$ cat src/rtl/srs_pkg.sv
package srs_pkg;
    typedef enum logic [1:0] {
        ST_IDLE  = 2'd0,
        ST_LOAD  = 2'd1,
        ST_SHIFT = 2'd2,
        ST_PAR   = 2'd3
    } srs_state_e;
endpackage

$ cat src/rtl/srs_addr_ctr.sv
module srs_addr_ctr #(
    parameter int ADDR_W = 9
) (
    input  logic              clk,
    input  logic              rst_n,
    input  logic              load,
    input  logic [ADDR_W-1:0] load_addr,
    input  logic              inc,
    input  logic              wide,
    output logic [ADDR_W-1:0] addr,
    output logic [ADDR_W-1:0] next_addr,
    output logic              is_last
);
    localparam logic [ADDR_W-1:0] TOP_NARROW = {ADDR_W{1'b1}};
    localparam logic [ADDR_W-1:0] TOP_WIDE   = {1'b0, {(ADDR_W-1){1'b1}}};

    logic [ADDR_W-1:0] addr_d, addr_q;

    always_comb begin
        addr_d = addr_q;
        if (load) begin
            addr_d = load_addr;
        end else if (inc) begin
            addr_d = addr_q + ADDR_W'(1);
        end
    end

    always_ff @(posedge clk or negedge rst_n) begin
        if (!rst_n) begin
            addr_q <= '0;
        end else begin
            addr_q <= addr_d;
        end
    end

    assign addr      = addr_q;
    assign next_addr = addr_q + ADDR_W'(1);
    assign is_last   = (addr_q == (wide ? TOP_WIDE : TOP_NARROW));
endmodule

$ cat src/rtl/srs_parity_acc.sv
module srs_parity_acc (
    input  logic clk,
    input  logic rst_n,
    input  logic clr,
    input  logic step,
    input  logic bit_in,
    output logic par
);
    logic par_d, par_q;

    always_comb begin
        par_d = par_q;
        if (clr) begin
            par_d = 1'b0;
        end else if (step) begin
            par_d = par_q ^ bit_in;
        end
    end

    always_ff @(posedge clk or negedge rst_n) begin
        if (!rst_n) begin
            par_q <= 1'b0;
        end else begin
            par_q <= par_d;
        end
    end

    assign par = par_q;
endmodule

$ cat src/rtl/seqrd_streamer.sv
module seqrd_streamer #(
    parameter int ADDR_W = 9,
    parameter int DATA_W = 16
) (
    input  logic              clk,
    input  logic              rst_n,
    input  logic              start,
    input  logic [ADDR_W-1:0] start_addr,
    input  logic              cs,
    input  logic              par_en,
    input  logic              org16,
    output logic              mem_rd_en,
    output logic [ADDR_W-1:0] mem_rd_addr,
    input  logic [DATA_W-1:0] mem_rd_data,
    output logic              sdo,
    output logic              sdo_oe,
    output logic              done
);
    import srs_pkg::*;

    localparam int BYTE_W = DATA_W / 2;
    localparam int CNT_W  = $clog2(DATA_W + 1);
    localparam logic [CNT_W-1:0] BITS_WIDE   = CNT_W'(DATA_W);
    localparam logic [CNT_W-1:0] BITS_NARROW = CNT_W'(BYTE_W);

    typedef struct packed {
        srs_state_e        state;
        logic [DATA_W-1:0] sh;
        logic [CNT_W-1:0]  cnt;
        logic              pe;
        logic              wide;
        logic              done;
    } srs_regs_t;

    srs_regs_t r_d, r_q;

    logic [ADDR_W-1:0] cur_addr, nxt_addr, start_masked;
    logic              at_last, ag_load, ag_inc;
    logic              par_clr, par_step, par_bit;

    function automatic logic [DATA_W-1:0] frame_word(input logic w, input logic [DATA_W-1:0] d);
        return w ? d : {d[BYTE_W-1:0], {BYTE_W{1'b0}}};
    endfunction

    always_comb begin
        start_masked = start_addr;
        if (org16) begin
            start_masked[ADDR_W-1] = 1'b0;
        end
    end

    srs_addr_ctr #(.ADDR_W(ADDR_W)) i_addr (
        .clk       (clk),
        .rst_n     (rst_n),
        .load      (ag_load),
        .load_addr (start_masked),
        .inc       (ag_inc),
        .wide      (r_q.wide),
        .addr      (cur_addr),
        .next_addr (nxt_addr),
        .is_last   (at_last)
    );

    srs_parity_acc i_par (
        .clk    (clk),
        .rst_n  (rst_n),
        .clr    (par_clr),
        .step   (par_step),
        .bit_in (r_q.sh[DATA_W-1]),
        .par    (par_bit)
    );

    always_comb begin
        r_d         = r_q;
        r_d.done    = 1'b0;
        mem_rd_en   = 1'b0;
        mem_rd_addr = cur_addr;
        ag_load     = 1'b0;
        ag_inc      = 1'b0;
        par_clr     = 1'b0;
        par_step    = 1'b0;
        unique case (r_q.state)
            ST_IDLE: begin
                if (start && cs) begin
                    mem_rd_en   = 1'b1;
                    mem_rd_addr = start_masked;
                    ag_load     = 1'b1;
                    par_clr     = 1'b1;
                    r_d.pe      = par_en;
                    r_d.wide    = org16;
                    r_d.state   = ST_LOAD;
                end
            end
            ST_LOAD: begin
                if (!cs) begin
                    r_d.state = ST_IDLE;
                end else begin
                    r_d.sh    = frame_word(r_q.wide, mem_rd_data);
                    r_d.cnt   = r_q.wide ? BITS_WIDE : BITS_NARROW;
                    r_d.state = ST_SHIFT;
                end
            end
            ST_SHIFT: begin
                if (!cs) begin
                    r_d.state = ST_IDLE;
                end else begin
                    par_step = 1'b1;
                    r_d.sh   = r_q.sh << 1;
                    r_d.cnt  = r_q.cnt - CNT_W'(1);
                    if (r_q.cnt == CNT_W'(2) && !at_last) begin
                        mem_rd_en   = 1'b1;
                        mem_rd_addr = nxt_addr;
                    end
                    if (r_q.cnt == CNT_W'(1)) begin
                        if (!at_last) begin
                            ag_inc  = 1'b1;
                            r_d.sh  = frame_word(r_q.wide, mem_rd_data);
                            r_d.cnt = r_q.wide ? BITS_WIDE : BITS_NARROW;
                        end else if (r_q.pe) begin
                            r_d.state = ST_PAR;
                        end else begin
                            r_d.state = ST_IDLE;
                            r_d.done  = 1'b1;
                        end
                    end
                end
            end
            ST_PAR: begin
                r_d.state = ST_IDLE;
                r_d.done  = cs;
            end
            default: r_d.state = ST_IDLE;
        endcase
    end

    always_ff @(posedge clk or negedge rst_n) begin
        if (!rst_n) begin
            r_q <= '{state: ST_IDLE, sh: '0, cnt: '0, pe: 1'b0, wide: 1'b0, done: 1'b0};
        end else begin
            r_q <= r_d;
        end
    end

    assign sdo_oe = (r_q.state == ST_SHIFT) || (r_q.state == ST_PAR);
    assign sdo    = (r_q.state == ST_SHIFT) ? r_q.sh[DATA_W-1] :
                    (r_q.state == ST_PAR)   ? par_bit : 1'b0;
    assign done   = r_q.done;
endmodule

$ cat config.mk
export PLATFORM = sky130hd
export DESIGN_NAME = seqrd_streamer
export DESIGN_NICKNAME = d
export VERILOG_FILES = /design/src/rtl/srs_pkg.sv /design/src/rtl/srs_addr_ctr.sv /design/src/rtl/srs_parity_acc.sv /design/src/rtl/seqrd_streamer.sv
export SDC_FILE = /design/constraint.sdc
export NUM_CORES = 1
export LEC_CHECK = 0
export BUFFER_PORTS_ARGS = -buffer_cell sky130_fd_sc_hd__buf_4
export CAP_MARGIN = 20
export CORE_ASPECT_RATIO = 0.7
export CORE_MARGIN = 5
export CORE_UTILIZATION = 23
export CTS_CLUSTER_DIAMETER = 150
export DETAILED_ROUTE_END_ITERATION = 8
export PLACE_DENSITY = 0.5
export SYNTH_ARGS = -nofsm -noshare
export SYNTH_HDL_FRONTEND = slang
export SYNTH_SLANG_ARGS = --single-unit
export TNS_END_PERCENT = 100
$ cat constraint.sdc
create_clock -name clk -period 2.5 [get_ports clk]
set_input_delay 0.375 -clock clk [delete_from_list [all_inputs] [get_ports clk]]
set_output_delay 0.375 -clock clk [all_outputs]
set_load 0.1 [all_outputs]
==> results_dict.tcl <==
set metrics [dict create \
    drt_iter0_drc 162 \
    cp-end-kind "primary output" \
    dieArea_sq_um 12900 \
    io_pins 44 \
    ys.flop_type "dfrtp_1" \
    total_power_mw 2.96 \
    status "finished with violations" \
    area_delta_synth_final_pct 44.5 \
    num_antenna_cells 0 \
    violations "setup timing" \
    cts_sinks 36 \
    vias_per_cell 4.90 \
    fin_crit_ns 2.66 \
    crit_required_ns 2.12 \
    yosysTopAreaCellShare_pct 36.6 \
    critPathKind "register to primary output" \
    start_util_pct 23.7 \
    postRouteAntennaNets 0 \
    fillers 1100 \
    ys_ff_latch 36 \
    yosysMostFrequentCell "nand2_1" \
    fin_nets 382 \
    drc 0 \
    cts_buffers 5 \
    critPathMaxFanout 8 \
    yosys.area.top_type "dfrtp_1" \
    power_density_nw_per_um2 832 \
    startpoint "r_q[3]" \
    cap_violations 0 \
    mappedNetlistArea_sq_um 2460 \
    hpwl_mm 5.33 \
    worst_r2r_endpoint "i_addr.addr[7]" \
    fmax_mhz 376 \
    synthCells 286 \
    fin_setup_tns_ns -0.867 \
    grt_use_total_pct 11.7 \
    final_util_pct 34.2 \
    async_flop_share_pct 100 \
    hold_class "input port to async pin" \
    final_max_slew_viol_count 0 \
    die_width_microns 134 \
    synth.distinct_cells 58 \
    setup_slack_ns -0.159 \
    post_drt_wl_per_cell_microns 15.6 \
    num_vias 2354 \
    setup_viol 8 \
    syn-num-nets 321 \
    cts_tree "done" \
    leakagePower_nw 1.46 \
    ys_top_cells_by_count "nand2_1 (42), dfrtp_1 (36), nor2_1 (25), nand3_1 (21), o21ai_0 (13)" \
    cts_max_level 2 \
    cts.clk_slew.worst_paths_ns 0.06 \
    fin_crit_sh_pct 106 \
    grt_max_degree 37 \
    relSlewSlack_pct 58.4 \
    dr.pass1.iters 4 \
    clockBufferDepth 2 \
    synth.avg_cell_area_sq_um 8.61 \
    rsz0062_at_grt "true" \
    start_kind "register" \
    io_buffers 43 \
    skew_ns 0.00659 \
    antenna_found_initial 0 \
    yosysWarnings 0 \
    worstMarginPinSlew_ns 0.623 \
    place.gp.congestion 0.793 \
    r2r_start "r_q[3]" \
    postCtsHoldBufs 0 \
    grt_pass1_wl_mm 12.1 \
    yosysSeqAreaShare_pct 36.6 \
    drive_gt1_share_pct 36.5 \
    core_sq_um 10400 \
    arrival_ns 2.28 \
    grt-ovfl-total 0 \
    r2r_slack_ns 0.43 \
    peakVddDrop_uv 377 \
    hold_viol_final 0 \
    cts_root_buffer "clkbuf_16" \
    grt_pass1_vias 2309 \
    clk_latency_ns 0.28 \
    num_rows 31 \
    postRouteWirelength_mm 7.51 \
    die_y_microns 96.6 \
    reg2reg_depth 8 \
    synth-edff-count 0 \
    synthTopCellsByArea "dfrtp_1 (37%), nand2_1 (6.4%), nand3_1 (4.3%)" \
]
registers in the layout, summed over array words and instances, names as in the netlist:
register,cells
r_q,25
i_par.par,1
done,1
i_addr.addr,9
what timing repair did:
item,CTS,global route
hold endpoints to repair,0,0
setup buffers,8,2
endpoints found under the setup margin,8,9
gates resized for setup,31,14
pin swaps,7,4
cells in the final DEF (no fill, tap or decap), types with 4 or more instances in the layout:
master,instances
a21oi_1,6
a22oi_1,7
a31oi_1,7
buf_12,6
buf_4,67
buf_6,4
clkbuf_16,5
dfrtp_1,32
dfrtp_2,4
inv_1,4
mux2i_1,9
nand2_1,42
nand3_1,20
nor2_1,24
nor3_1,4
o21ai_0,12
o21ai_1,4
o311ai_1,6
xnor2_1,6
logic make-up (layout without fill, tap and decap cells):
| logic type | Yosys count | count (layout) | synth area share [%] |
|---|---|---|---|
| AO/OA/AOI/OAI | 80 | 80 | 23.7 |
| XOR/XNOR | 10 | 10 | 3.86 |
| adder cells (fa/ha/maj) | 4 | 4 | 2.03 |
| buffers and inverters | 29 | 91 | 5.64 |
| flip-flops | 36 | 36 | 36.6 |
| multiplexers | 10 | 10 | 4.06 |
| AND/OR/NAND/NOR | 117 | 117 | 24.1 |
layout make-up:
cell class,instances,area (sq um),share of cell area (%)
Clock inverter,3,90.1,2.53
Clock buffer,5,125,3.51
Timing Repair Buffer,78,683,19.2
Inverter,5,18.8,0.527
Multi-Input combinational cell,221,1570,44.1
Sequential cell,36,906,25.4
Tap cell,132,165,4.64
critical path, stage by stage, from the launching register on:
cell,delay (ns)
dfrtp_1,0.38
inv_2,0.09
ha_4,0.13
nor4b_4,0.26
nand2_4,0.15
or3_4,0.39
o31ai_4,0.23
a221o_2,0.21
buf_12,0.17
how the worst max path moves through the flow:
stage / end / slack [ns] / cells past startpoint
2_1_floorplan: mem_rd_addr[8] / -0.37 / 5
3_3_place_gp: mem_rd_addr[4] / 0.02 / 8
3_5_place_dp: mem_rd_addr[4] / -0.02 / 8
4_1_cts: mem_rd_addr[4] / -0.16 / 8
5_1_grt: mem_rd_addr[4] / -0.24 / 8
6_report: mem_rd_addr[4] / -0.16 / 8
per-layer routing:
layer	wire, microns	up-vias	part of all wire, %	global-route usage, %
li1	-	1169	-	-
met3	331	2	4.4	2.23
met4	41	0	0.55	2.31
met2	3300	54	44	17.7
met1	3830	1129	51	17.4
met5	0	-	0	0
metrics by stage:
| step | cells | setup slack, ns | cell area [sq um] | hold WS [ns] |
|---|---|---|---|---|
| final | 480 | -0.159 | 3560 | 0.0502 |
| after global placement | 462 | 0.0229 | 3060 | 0.383 |
| after global routing | 480 | -0.236 | 3560 | 0.102 |
| after CTS | 478 | -0.158 | 3490 | 0.0806 |
| after floorplan | 286 | -0.367 | 2510 | 0.0794 |
| after detailed placement | 462 | -0.0185 | 3060 | 0.377 |
power by group:
part	total [mW]	leakage, nW	internal (mW)	switching, mW
clock network	0.913	0.104	0.672	0.241
registers	0.873	0.441	0.736	0.137
logic	1.17	0.920	0.489	0.684
Power figures use the tool's default switching activity.
